--- src/rtl/sfc_pkg.sv ---
`timescale 1ns/1ps
package sfc_pkg;
    localparam int SFC_BUF_BYTES = 64;
    localparam int SFC_ADDR_W    = 7;
    localparam int SFC_DIV_W     = 6;
    localparam int SFC_IDX_W     = $clog2(SFC_BUF_BYTES * 8);

    // word indices of the control registers (byte offset / 4)
    localparam logic [4:0] WIX_CMD   = 5'h00;
    localparam logic [4:0] WIX_CTRL  = 5'h02;
    localparam logic [4:0] WIX_CLOCK = 5'h06;
    localparam logic [4:0] WIX_USER  = 5'h07;
    localparam logic [4:0] WIX_USER1 = 5'h08;
    localparam logic [4:0] WIX_USER4 = 5'h0B;
    localparam logic [4:0] WIX_SLAVE = 5'h0C;

    localparam int B_GO      = 18;
    localparam int B_MAPEN   = 17;
    localparam int B_CAPTURE = 0;
    localparam int B_CNT_LSB = 17;
    localparam int B_HOLD    = 30;
    localparam int B_DONE    = 4;
    localparam int B_MODE    = 30;
    localparam int B_SWRST   = 31;

    typedef enum logic [2:0] {
        ST_IDLE,
        ST_LEAD,
        ST_HIGH,
        ST_LOW,
        ST_TAIL
    } sfc_state_e;
endpackage

--- src/rtl/sfc_phase_timer.sv ---
`timescale 1ns/1ps
module sfc_phase_timer #(
    parameter int W = 6
) (
    input  logic         clk,
    input  logic         rst_n,
    input  logic         load_i,
    input  logic [W-1:0] reload_i,
    output logic         expired_o
);
    logic [W-1:0] cnt_q;

    always_ff @(posedge clk or negedge rst_n) begin
        if (!rst_n) begin
            cnt_q <= '0;
        end else if (load_i) begin
            cnt_q <= reload_i;
        end else if (cnt_q != '0) begin
            cnt_q <= cnt_q - 1'b1;
        end
    end

    assign expired_o = (cnt_q == '0);
endmodule

--- src/rtl/sfc_data_buffer.sv ---
`timescale 1ns/1ps
module sfc_data_buffer #(
    parameter int BYTES = 64,
    localparam int WORDS  = BYTES / 4,
    localparam int WSEL_W = $clog2(WORDS),
    localparam int BSEL_W = $clog2(BYTES),
    localparam int IDX_W  = $clog2(BYTES * 8)
) (
    input  logic              clk,
    input  logic              rst_n,
    input  logic              bus_we_i,
    input  logic [WSEL_W-1:0] bus_word_i,
    input  logic [31:0]       bus_wdata_i,
    output logic [31:0]       bus_rdata_o,
    input  logic [IDX_W-1:0]  rd_idx_i,
    output logic              rd_bit_o,
    input  logic              cap_we_i,
    input  logic [IDX_W-1:0]  cap_idx_i,
    input  logic              cap_bit_i
);
    logic [7:0] mem_q [BYTES];

    always_ff @(posedge clk or negedge rst_n) begin
        if (!rst_n) begin
            for (int b = 0; b < BYTES; b++) begin
                mem_q[b] <= '0;
            end
        end else begin
            if (bus_we_i) begin
                for (int lane = 0; lane < 4; lane++) begin
                    mem_q[{bus_word_i, 2'(lane)}] <= bus_wdata_i[8*lane +: 8];
                end
            end
            if (cap_we_i) begin
                mem_q[cap_idx_i[IDX_W-1:3]][~cap_idx_i[2:0]] <= cap_bit_i;
            end
        end
    end

    for (genvar g = 0; g < 4; g++) begin : g_lane
        assign bus_rdata_o[8*g +: 8] = mem_q[{bus_word_i, 2'(g)}];
    end

    logic [BSEL_W-1:0] rd_byte;
    assign rd_byte  = rd_idx_i[IDX_W-1:3];
    assign rd_bit_o = mem_q[rd_byte][~rd_idx_i[2:0]];


    lane_conflict_chk: assert property (@(posedge clk) disable iff (!rst_n)
        !(bus_we_i && cap_we_i));
endmodule

--- src/rtl/sfc_shift_seq.sv ---
`timescale 1ns/1ps
module sfc_shift_seq
    import sfc_pkg::*;
#(
    parameter int IDX_W = SFC_IDX_W
) (
    input  logic             clk,
    input  logic             rst_n,
    input  logic             start_i,
    input  logic             abort_i,
    input  logic             expired_i,
    input  logic [IDX_W-1:0] last_i,
    input  logic             hold_i,
    input  logic             capture_i,
    input  logic             tx_bit_i,
    input  logic             miso_i,
    output logic             load_o,
    output logic             busy_o,
    output logic             fin_o,
    output logic             sclk_o,
    output logic             cs_n_o,
    output logic             mosi_o,
    output logic [IDX_W-1:0] rd_idx_o,
    output logic             cap_we_o,
    output logic [IDX_W-1:0] cap_idx_o,
    output logic             cap_bit_o
);
    sfc_state_e       state_q, state_d;
    logic [IDX_W-1:0] bit_idx_q, last_q;
    logic             sclk_q, cs_n_q, mosi_q;
    logic             is_last, ev_launch, ev_rise, ev_fall, ev_finish;

    assign is_last = (bit_idx_q == last_q);

    // next state
    always_comb begin
        state_d = state_q;
        unique case (state_q)
            ST_IDLE: if (start_i)   state_d = ST_LEAD;
            ST_LEAD: if (expired_i) state_d = ST_HIGH;
            ST_HIGH: if (expired_i) state_d = is_last ? ST_TAIL : ST_LOW;
            ST_LOW:  if (expired_i) state_d = ST_HIGH;
            ST_TAIL: if (expired_i) state_d = ST_IDLE;
            default:                state_d = ST_IDLE;
        endcase
        if (abort_i) state_d = ST_IDLE;
    end

    // state register
    always_ff @(posedge clk or negedge rst_n) begin
        if (!rst_n) state_q <= ST_IDLE;
        else        state_q <= state_d;
    end

    assign ev_launch = (state_q == ST_IDLE) && start_i && !abort_i;
    assign ev_rise   = ((state_q == ST_LEAD) || (state_q == ST_LOW)) && expired_i && !abort_i;
    assign ev_fall   = (state_q == ST_HIGH) && expired_i && !abort_i;
    assign ev_finish = (state_q == ST_TAIL) && expired_i && !abort_i;

    // outputs and datapath registers
    always_ff @(posedge clk or negedge rst_n) begin
        if (!rst_n) begin
            sclk_q    <= 1'b0;
            cs_n_q    <= 1'b1;
            mosi_q    <= 1'b0;
            bit_idx_q <= '0;
            last_q    <= '0;
        end else if (abort_i) begin
            sclk_q    <= 1'b0;
            cs_n_q    <= 1'b1;
            bit_idx_q <= '0;
        end else begin
            if (ev_launch) begin
                cs_n_q    <= 1'b0;
                mosi_q    <= tx_bit_i;
                bit_idx_q <= '0;
                last_q    <= last_i;
            end
            if (ev_rise) sclk_q <= 1'b1;
            if (ev_fall) begin
                sclk_q <= 1'b0;
                if (!is_last) begin
                    bit_idx_q <= bit_idx_q + 1'b1;
                    mosi_q    <= tx_bit_i;
                end
            end
            if (ev_finish && !hold_i) cs_n_q <= 1'b1;
        end
    end

    assign load_o    = ev_launch || ev_rise || ev_fall;
    assign busy_o    = (state_q != ST_IDLE);
    assign fin_o     = ev_finish;
    assign sclk_o    = sclk_q;
    assign cs_n_o    = cs_n_q;
    assign mosi_o    = mosi_q;
    assign rd_idx_o  = (state_q == ST_IDLE) ? '0 : bit_idx_q + 1'b1;
    assign cap_we_o  = ev_rise && capture_i;
    assign cap_idx_o = bit_idx_q;
    assign cap_bit_o = miso_i;


    sclk_cs_chk: assert property (@(posedge clk) disable iff (!rst_n)
        sclk_q |-> !cs_n_q);

    sclk_phase_chk: assert property (@(posedge clk) disable iff (!rst_n)
        !$stable(sclk_q) |-> ($past(expired_i) || $past(abort_i)));

    idx_range_chk: assert property (@(posedge clk) disable iff (!rst_n)
        (state_q != ST_IDLE) |-> (bit_idx_q <= last_q));

    lead_entry_chk: assert property (@(posedge clk) disable iff (!rst_n)
        $rose(state_q == ST_LEAD) |-> ($past(state_q) == ST_IDLE));

    cs_release_chk: assert property (@(posedge clk) disable iff (!rst_n)
        $rose(cs_n_q) |-> ($past(abort_i) || (($past(state_q) == ST_TAIL) && !$past(hold_i))));

    abort_idle_chk: assert property (@(posedge clk) disable iff (!rst_n)
        abort_i |=> ((state_q == ST_IDLE) && cs_n_q && !sclk_q));
endmodule

--- src/rtl/sfc_user_engine.sv ---
`timescale 1ns/1ps
module sfc_user_engine
    import sfc_pkg::*;
#(
    parameter int BUF_BYTES = SFC_BUF_BYTES,
    localparam int IDX_W  = $clog2(BUF_BYTES * 8),
    localparam int WSEL_W = $clog2(BUF_BYTES / 4)
) (
    input  logic                  clk,
    input  logic                  rst_n,
    input  logic                  bus_sel,
    input  logic                  bus_we,
    input  logic [SFC_ADDR_W-1:0] bus_addr,
    input  logic [31:0]           bus_wdata,
    output logic [31:0]           bus_rdata,
    output logic                  spi_sclk,
    output logic                  spi_cs_n,
    output logic                  spi_mosi,
    input  logic                  spi_miso
);
    logic                 map_en_q, cap_en_q, hold_q, mode_q, done_q;
    logic [SFC_DIV_W-1:0] half_q;
    logic [IDX_W-1:0]     cnt_m1_q;

    logic [4:0]        word;
    logic              in_buf, wr, cfg_we, slv_we, buf_we, sw_rst, start_req, start_ok;
    logic              busy, seq_fin, load, expired, tx_bit, cap_we, cap_bit;
    logic [IDX_W-1:0]  rd_idx, cap_idx;
    logic [31:0]       buf_rdata;
    logic [WSEL_W-1:0] buf_word;

    assign word      = bus_addr[SFC_ADDR_W-1:2];
    assign in_buf    = bus_addr[SFC_ADDR_W-1];
    assign buf_word  = bus_addr[WSEL_W+1:2];
    assign wr        = bus_sel && bus_we;
    assign cfg_we    = wr && !in_buf && !busy;
    assign slv_we    = wr && !in_buf && (word == WIX_SLAVE);
    assign buf_we    = wr && in_buf && !busy;
    assign sw_rst    = slv_we && bus_wdata[B_SWRST];
    assign start_req = wr && !in_buf && (word == WIX_CMD) && bus_wdata[B_GO];
    assign start_ok  = start_req && !busy && !map_en_q && !mode_q && !sw_rst;

    always_ff @(posedge clk or negedge rst_n) begin
        if (!rst_n) begin
            map_en_q <= 1'b1;
            half_q   <= SFC_DIV_W'(1);
            cap_en_q <= 1'b0;
            cnt_m1_q <= '0;
            hold_q   <= 1'b0;
            mode_q   <= 1'b0;
            done_q   <= 1'b0;
        end else begin
            if (cfg_we && (word == WIX_CTRL))  map_en_q <= bus_wdata[B_MAPEN];
            if (cfg_we && (word == WIX_CLOCK)) half_q   <= bus_wdata[SFC_DIV_W-1:0];
            if (cfg_we && (word == WIX_USER))  cap_en_q <= bus_wdata[B_CAPTURE];
            if (cfg_we && (word == WIX_USER1)) cnt_m1_q <= bus_wdata[B_CNT_LSB +: IDX_W];
            if (cfg_we && (word == WIX_USER4)) hold_q   <= bus_wdata[B_HOLD];
            if (slv_we)                        mode_q   <= bus_wdata[B_MODE];
            if (sw_rst)       done_q <= 1'b0;
            else if (seq_fin) done_q <= 1'b1;
            else if (slv_we)  done_q <= done_q && bus_wdata[B_DONE];
        end
    end

    always_comb begin
        bus_rdata = '0;
        if (in_buf) begin
            bus_rdata = buf_rdata;
        end else begin
            case (word)
                WIX_CMD:   bus_rdata[B_GO]                 = busy;
                WIX_CTRL:  bus_rdata[B_MAPEN]              = map_en_q;
                WIX_CLOCK: bus_rdata[SFC_DIV_W-1:0]        = half_q;
                WIX_USER:  bus_rdata[B_CAPTURE]            = cap_en_q;
                WIX_USER1: bus_rdata[B_CNT_LSB +: IDX_W]   = cnt_m1_q;
                WIX_USER4: bus_rdata[B_HOLD]               = hold_q;
                WIX_SLAVE: begin
                    bus_rdata[B_MODE] = mode_q;
                    bus_rdata[B_DONE] = done_q;
                end
                default:   bus_rdata = '0;
            endcase
        end
    end

    sfc_phase_timer #(.W(SFC_DIV_W)) u_timer (
        .clk       (clk),
        .rst_n     (rst_n),
        .load_i    (load),
        .reload_i  (half_q),
        .expired_o (expired)
    );

    sfc_data_buffer #(.BYTES(BUF_BYTES)) u_buf (
        .clk         (clk),
        .rst_n       (rst_n),
        .bus_we_i    (buf_we),
        .bus_word_i  (buf_word),
        .bus_wdata_i (bus_wdata),
        .bus_rdata_o (buf_rdata),
        .rd_idx_i    (rd_idx),
        .rd_bit_o    (tx_bit),
        .cap_we_i    (cap_we),
        .cap_idx_i   (cap_idx),
        .cap_bit_i   (cap_bit)
    );

    sfc_shift_seq #(.IDX_W(IDX_W)) u_seq (
        .clk       (clk),
        .rst_n     (rst_n),
        .start_i   (start_ok),
        .abort_i   (sw_rst),
        .expired_i (expired),
        .last_i    (cnt_m1_q),
        .hold_i    (hold_q),
        .capture_i (cap_en_q),
        .tx_bit_i  (tx_bit),
        .miso_i    (spi_miso),
        .load_o    (load),
        .busy_o    (busy),
        .fin_o     (seq_fin),
        .sclk_o    (spi_sclk),
        .cs_n_o    (spi_cs_n),
        .mosi_o    (spi_mosi),
        .rd_idx_o  (rd_idx),
        .cap_we_o  (cap_we),
        .cap_idx_o (cap_idx),
        .cap_bit_o (cap_bit)
    );


    done_set_chk: assert property (@(posedge clk) disable iff (!rst_n)
        (seq_fin && !sw_rst) |=> done_q);

    blocked_start_chk: assert property (@(posedge clk) disable iff (!rst_n)
        (start_req && !busy && (map_en_q || mode_q)) |=> !busy);
endmodule

--- config.mk ---
export PLATFORM = sky130hd
export DESIGN_NAME = sfc_user_engine
export DESIGN_NICKNAME = d
export VERILOG_FILES = /design/src/rtl/sfc_pkg.sv /design/src/rtl/sfc_phase_timer.sv /design/src/rtl/sfc_data_buffer.sv /design/src/rtl/sfc_shift_seq.sv /design/src/rtl/sfc_user_engine.sv
export SDC_FILE = /design/constraint.sdc
export NUM_CORES = 2
export LEC_CHECK = 0
export BUFFER_PORTS_ARGS = -buffer_cell sky130_fd_sc_hd__buf_2
export CORE_MARGIN = 1
export CORE_UTILIZATION = 38
export DETAILED_ROUTE_END_ITERATION = 7
export SYNTH_ARGS = -nofsm -noshare
export SYNTH_HDL_FRONTEND = slang
export SYNTH_SLANG_ARGS = --single-unit
--- constraint.sdc ---
create_clock -name clk -period 3.6 [get_ports clk]
set_input_delay 0.72 -clock clk [delete_from_list [all_inputs] [get_ports clk]]
set_output_delay 0.72 -clock clk [all_outputs]
set_load 0.005 [all_outputs]
==> summary by stage <==
Worst setup path
Along the worst path, the maximum fanout reaches 8. The origin of the critical flop-to-flop path is u_seq.cap_idx_o[6]. The setup path with the least slack is of type register to register.

In this run the register-to-register setup slack is -0.10 ns. The type of origin of the critical path is a register. The cell seen most often among critical-path stages is buf_4. The delay of the slowest cell on the worst path is 0.52 ns. The slowest library cell on the worst path is dfrtp_1.

The cell class contributing the biggest share of worst-path delay is compound AO/OA/AOI/OAI gates. The buffers plus inverters on the worst setup path is 3. The number of cell instances on the worst register-to-register path is 11.

The arrival time reported for the critical path endpoint is 4.24 ns. The critical path goes through clkinv_1 > nor3_1 > buf_4 > mux2i_1 > buf_4 > o21ai_0 > o2111ai_1 > a41oi_1 > a31oi_2 > nand4_1 > o211a_1. The endpoint class of the critical path is a register.

The worst endpoint required time is 4.14 ns. The end of the worst register-to-register path is u_seq.mosi_o.

Cells and area
The utilization after layout is 45.44%. Relative to the synthesized area, the layout overhead comes to 18.29%. The layout net count is 4192. The share of layout cells above drive strength 1 is 27.17%.

Power
The combinational group share of total power is a little under half. The share of total power in the clock network is 25.9%. The leakage power of the design is 17.80 nW. The analysis attributes to net switching a power of between 10 and 15 mW. Of the total power, registers draw 27.8%. Of the total power, the share spent switching nets is 43.02%. The maximum vdd ir drop is 393.6 µV.

The internal power summed over all cells is 15.99 mW. The power per unit of standard cell area is 616.6 mW/mm².

Global route
The first global-routing pass estimated 270400 µm of wire. Global routing finished with a remaining overflow of 0. Across every metal layer, demand over resource in global routing totals 37.31%. The via count of the first global-routing pass is 33547. Entering global routing, the biggest net connects 104 pins.

The number of antenna violations at the first check in global routing is 25.

Placed design
The worst slack at placement is -0.3101 ns. The number of input and output port buffers inserted is 76. The wire-length estimate of the detail-placed layout is 138300 µm. The congestion estimate from routability-driven global placement came to between 1 and 1.5.

Synth
The mux share of post-synthesis cell area is between 20% and 30%. The unique cell type count in the Yosys netlist is 80. After synthesis, the largest family of logic cells by area is multiplexers. The number of standard cells after synthesis is 4038. The commonest cells after synthesis are dfrtp_1, mux2i_1, nand2_1, a21oi_1, nor2_1. The total number of yosys warnings is 0.

Ranked by total cell area, the synthesized netlist is headed by dfrtp_1, mux2i_1, mux4_2. The mean post-synth cell area is 9.527 µm². Summing the areas of all xor and xnor instances in the mapped netlist gives 0.5009% of the synthesized area.

The cell accounting for the most synthesized area is dfrtp_1. Summing the sequential cell areas from Yosys gives between 30% and 40% of the chip area. The total nets after synthesis is ~4000. Counting flops with a built-in enable in the synthesized netlist gives 0. The library cell with the highest instance count after synthesis is dfrtp_1.

After synthesis, the share of flip-flops with an asynchronous set or reset is 100.0%. Summing the areas of all compound-gate instances in the mapped netlist gives between 20% and 30% of the synthesized area. After synthesis the netlist holds a flip-flop and latch count of 562. Of the total synthesized cell area, the portion taken by AND, OR, NAND and NOR gates is between 10% and 20%. The most used flip-flop cell after synthesis is dfrtp_1. The post-synthesis instance area is 0.03847 mm². In this run the biggest area consumer among cell types represents 36.36% of the synthesized area. The area share of fa/ha/maj cells after synthesis is 0.06505%.

STA
Measured against its own limit, the worst slew margin works out to 9.092%. The highest achievable clock rate is ~270 MHz. The number of max-slew violations in the final report is 0. The final critical delay including setup and external delays is 3.700 ns. The final setup slack of the worst path is -0.1002 ns. The clock tree skew after final layout is approximately 0.032 ns. Setup violations remaining at the end of the flow were counted as 1. At the pin with the least slew margin, the transition time is 1.360 ns. The number of hold violations in the final report is 0. The final critical path takes up 102.8% of the cycle. Setup repair after global routing could not meet its margin everywhere.

Route
The count of vias placed by the detailed router is 37345. The count of unresolved DRC violations after routing is 0. The per-cell routed wire length is 35.31 µm. The remaining antenna violation count after routing is 0.

The total length of routed wires is 194500 µm. The routed via count divided by cell count is 6.778. For this block, the initial DRC count from the detailed router was 6359. The pre-antenna-repair detailed-routing pass consisted of 6 iterations.

Clock network
The number of clock buffers added by TritonCTS is 69. The latest clock arrival within the worst-skew pair is 0.67 ns. The root buffer cell chosen for the clock tree is clkbuf_16. After clock tree synthesis, the clock-pin slew on the worst setup and hold paths is 0.06 ns.

The TritonCTS clock tree is yes. The hold-fix buffer count after cts is 0. In this run the number of H-tree levels came out at 3. The number of buffers between clock root and the deepest sink is 3.

The number of sinks on the clock net is around 560.

Outcome
The checks that failed: negative setup slack. The flow ran to the end, but the final reports show violations.

Run
Max-cap violations in this run came to 0.

Worst hold path
The type of the tightest min-delay check is primary input to asynchronous set/reset pin.

Die
The number of placement rows is ~120. The floorplan step defined a core boundary enclosing 0.1001 mm². The I/O pin count is 79. Once the floorplan was initialized, standard cells occupied 38.41% of the core. The die area is slightly above 0.1 mm².

The horizontal die dimension is roughly 320 µm. The floorplan step set the die height to approximately 320 µm.
flip-flops by register name, summed over array words and instances (netlist names):
register,count
u_buf.mem_q,512
cnt_m1_q,9
u_seq.cap_idx_o,9
u_seq.last_q,9
half_q,6
u_timer.cnt_q,6
u_seq.state_q,3
cap_en_q,1
done_q,1
hold_q,1
map_en_q,1
mode_q,1
u_seq.cs_n_o,1
u_seq.mosi_o,1
u_seq.sclk_o,1
worst max-delay path by stage:
stage                       startpoint            to  slack (ns)  cells past startpoint
finish              u_seq.cap_idx_o[6]  u_seq.mosi_o       -0.10                     11
detailed placement  u_seq.cap_idx_o[0]  u_seq.mosi_o       -0.31                     14
CTS                 u_seq.cap_idx_o[1]  u_seq.mosi_o       0.008                     14
global placement    u_seq.cap_idx_o[0]  u_seq.mosi_o       -0.29                     14
floorplan                  bus_addr[3]  bus_rdata[2]        0.06                      5
global route        u_seq.cap_idx_o[0]  u_seq.mosi_o       -0.05                     17
logic make-up (layout without fill, tap and decap cells):
group,Yosys count,in the layout
other cells,0,13
simple gates,1058,1058
xor+xnor,22,22
compound gates,1158,1158
fa+ha+maj,2,2
flops,562,562
buf+inv,465,626
mux,771,771
area by class of cell:
class | count | area (µm²)
inverter | 11 | 41.29
tap | 1298 | 1624
clock buffer | 107 | 2103
clock inverter | 17 | 187.7
antenna | 13 | 32.53
fill | 9510 | 54640
timing repair buffer | 491 | 4538
sequential | 562 | 14070
multi-input combinational | 3011 | 22910
layer usage:
layer	wire [µm]	share of wire [%]	GRT usage, %	vias to the layer above
met5	73	0.038	0	-
met4	10120	5.2	17.10	10
met3	28370	15	13.44	459
met2	79320	41	51.78	2848
met1	76650	39	51.43	18663
li1	-	-	-	15365
power by group through the flow:
stage          clock network [mW]  registers, mW  logic (mW)
2_1_floorplan                   0           7.47        6.11
3_3_place_gp                    0           7.81        12.0
3_5_place_dp                    0           7.83        12.0
4_1_cts                      7.30           7.73        12.2
5_1_grt                      7.51           7.83        13.2
6_report                     7.26           7.80        13.0
per-stage QoR:
step                hold slack (ns)  instance area [µm²]   TNS, ns  std cells  power [mW]
global placement             0.4865                42950   -0.2896       5364       19.77
detailed placement           0.4858                42950   -0.3459       5364       19.85
global route                0.06438                45490  -0.04736       5504       28.56
CTS                         0.04068                45360         0       5493       27.25
finish                      0.03974                45500   -0.1002       5510       28.06
floorplan                    0.4244                38480         0       4038       13.58
cell usage in the layout, fill, tap and decap left out, types with 15 or more instances in the layout:
cell | netlist | final
nand2_1 | 413 | 411
a32oi_1 | 15 | 15
nor2_4 | 0 | 23
clkbuf_8 | 0 | 17
a31o_2 | 257 | 257
clkbuf_16 | 0 | 72
mux4_2 | 172 | 172
or3_1 | 30 | 29
buf_4 | 4 | 334
dfrtp_1 | 559 | 558
o31a_1 | 84 | 84
a31oi_1 | 25 | 22
mux2_2 | 41 | 41
nor2_1 | 333 | 310
o211ai_1 | 19 | 19
nand4_1 | 19 | 19
buf_12 | 0 | 79
and2_1 | 22 | 21
a211oi_1 | 21 | 21
o22ai_1 | 28 | 24
nor3_1 | 88 | 84
clkbuf_1 | 285 | 18
nand3_1 | 87 | 84
o21ai_0 | 253 | 250
a21oi_1 | 337 | 337
mux2i_1 | 558 | 558
buf_2 | 113 | 71
what timing repair did:
action,CTS,global route
pin swaps,3,11
buffers inserted,5,4
gates resized for setup,12,23
setup endpoints to repair,1,10
Note: power is estimated with default switching activity, not from simulation.
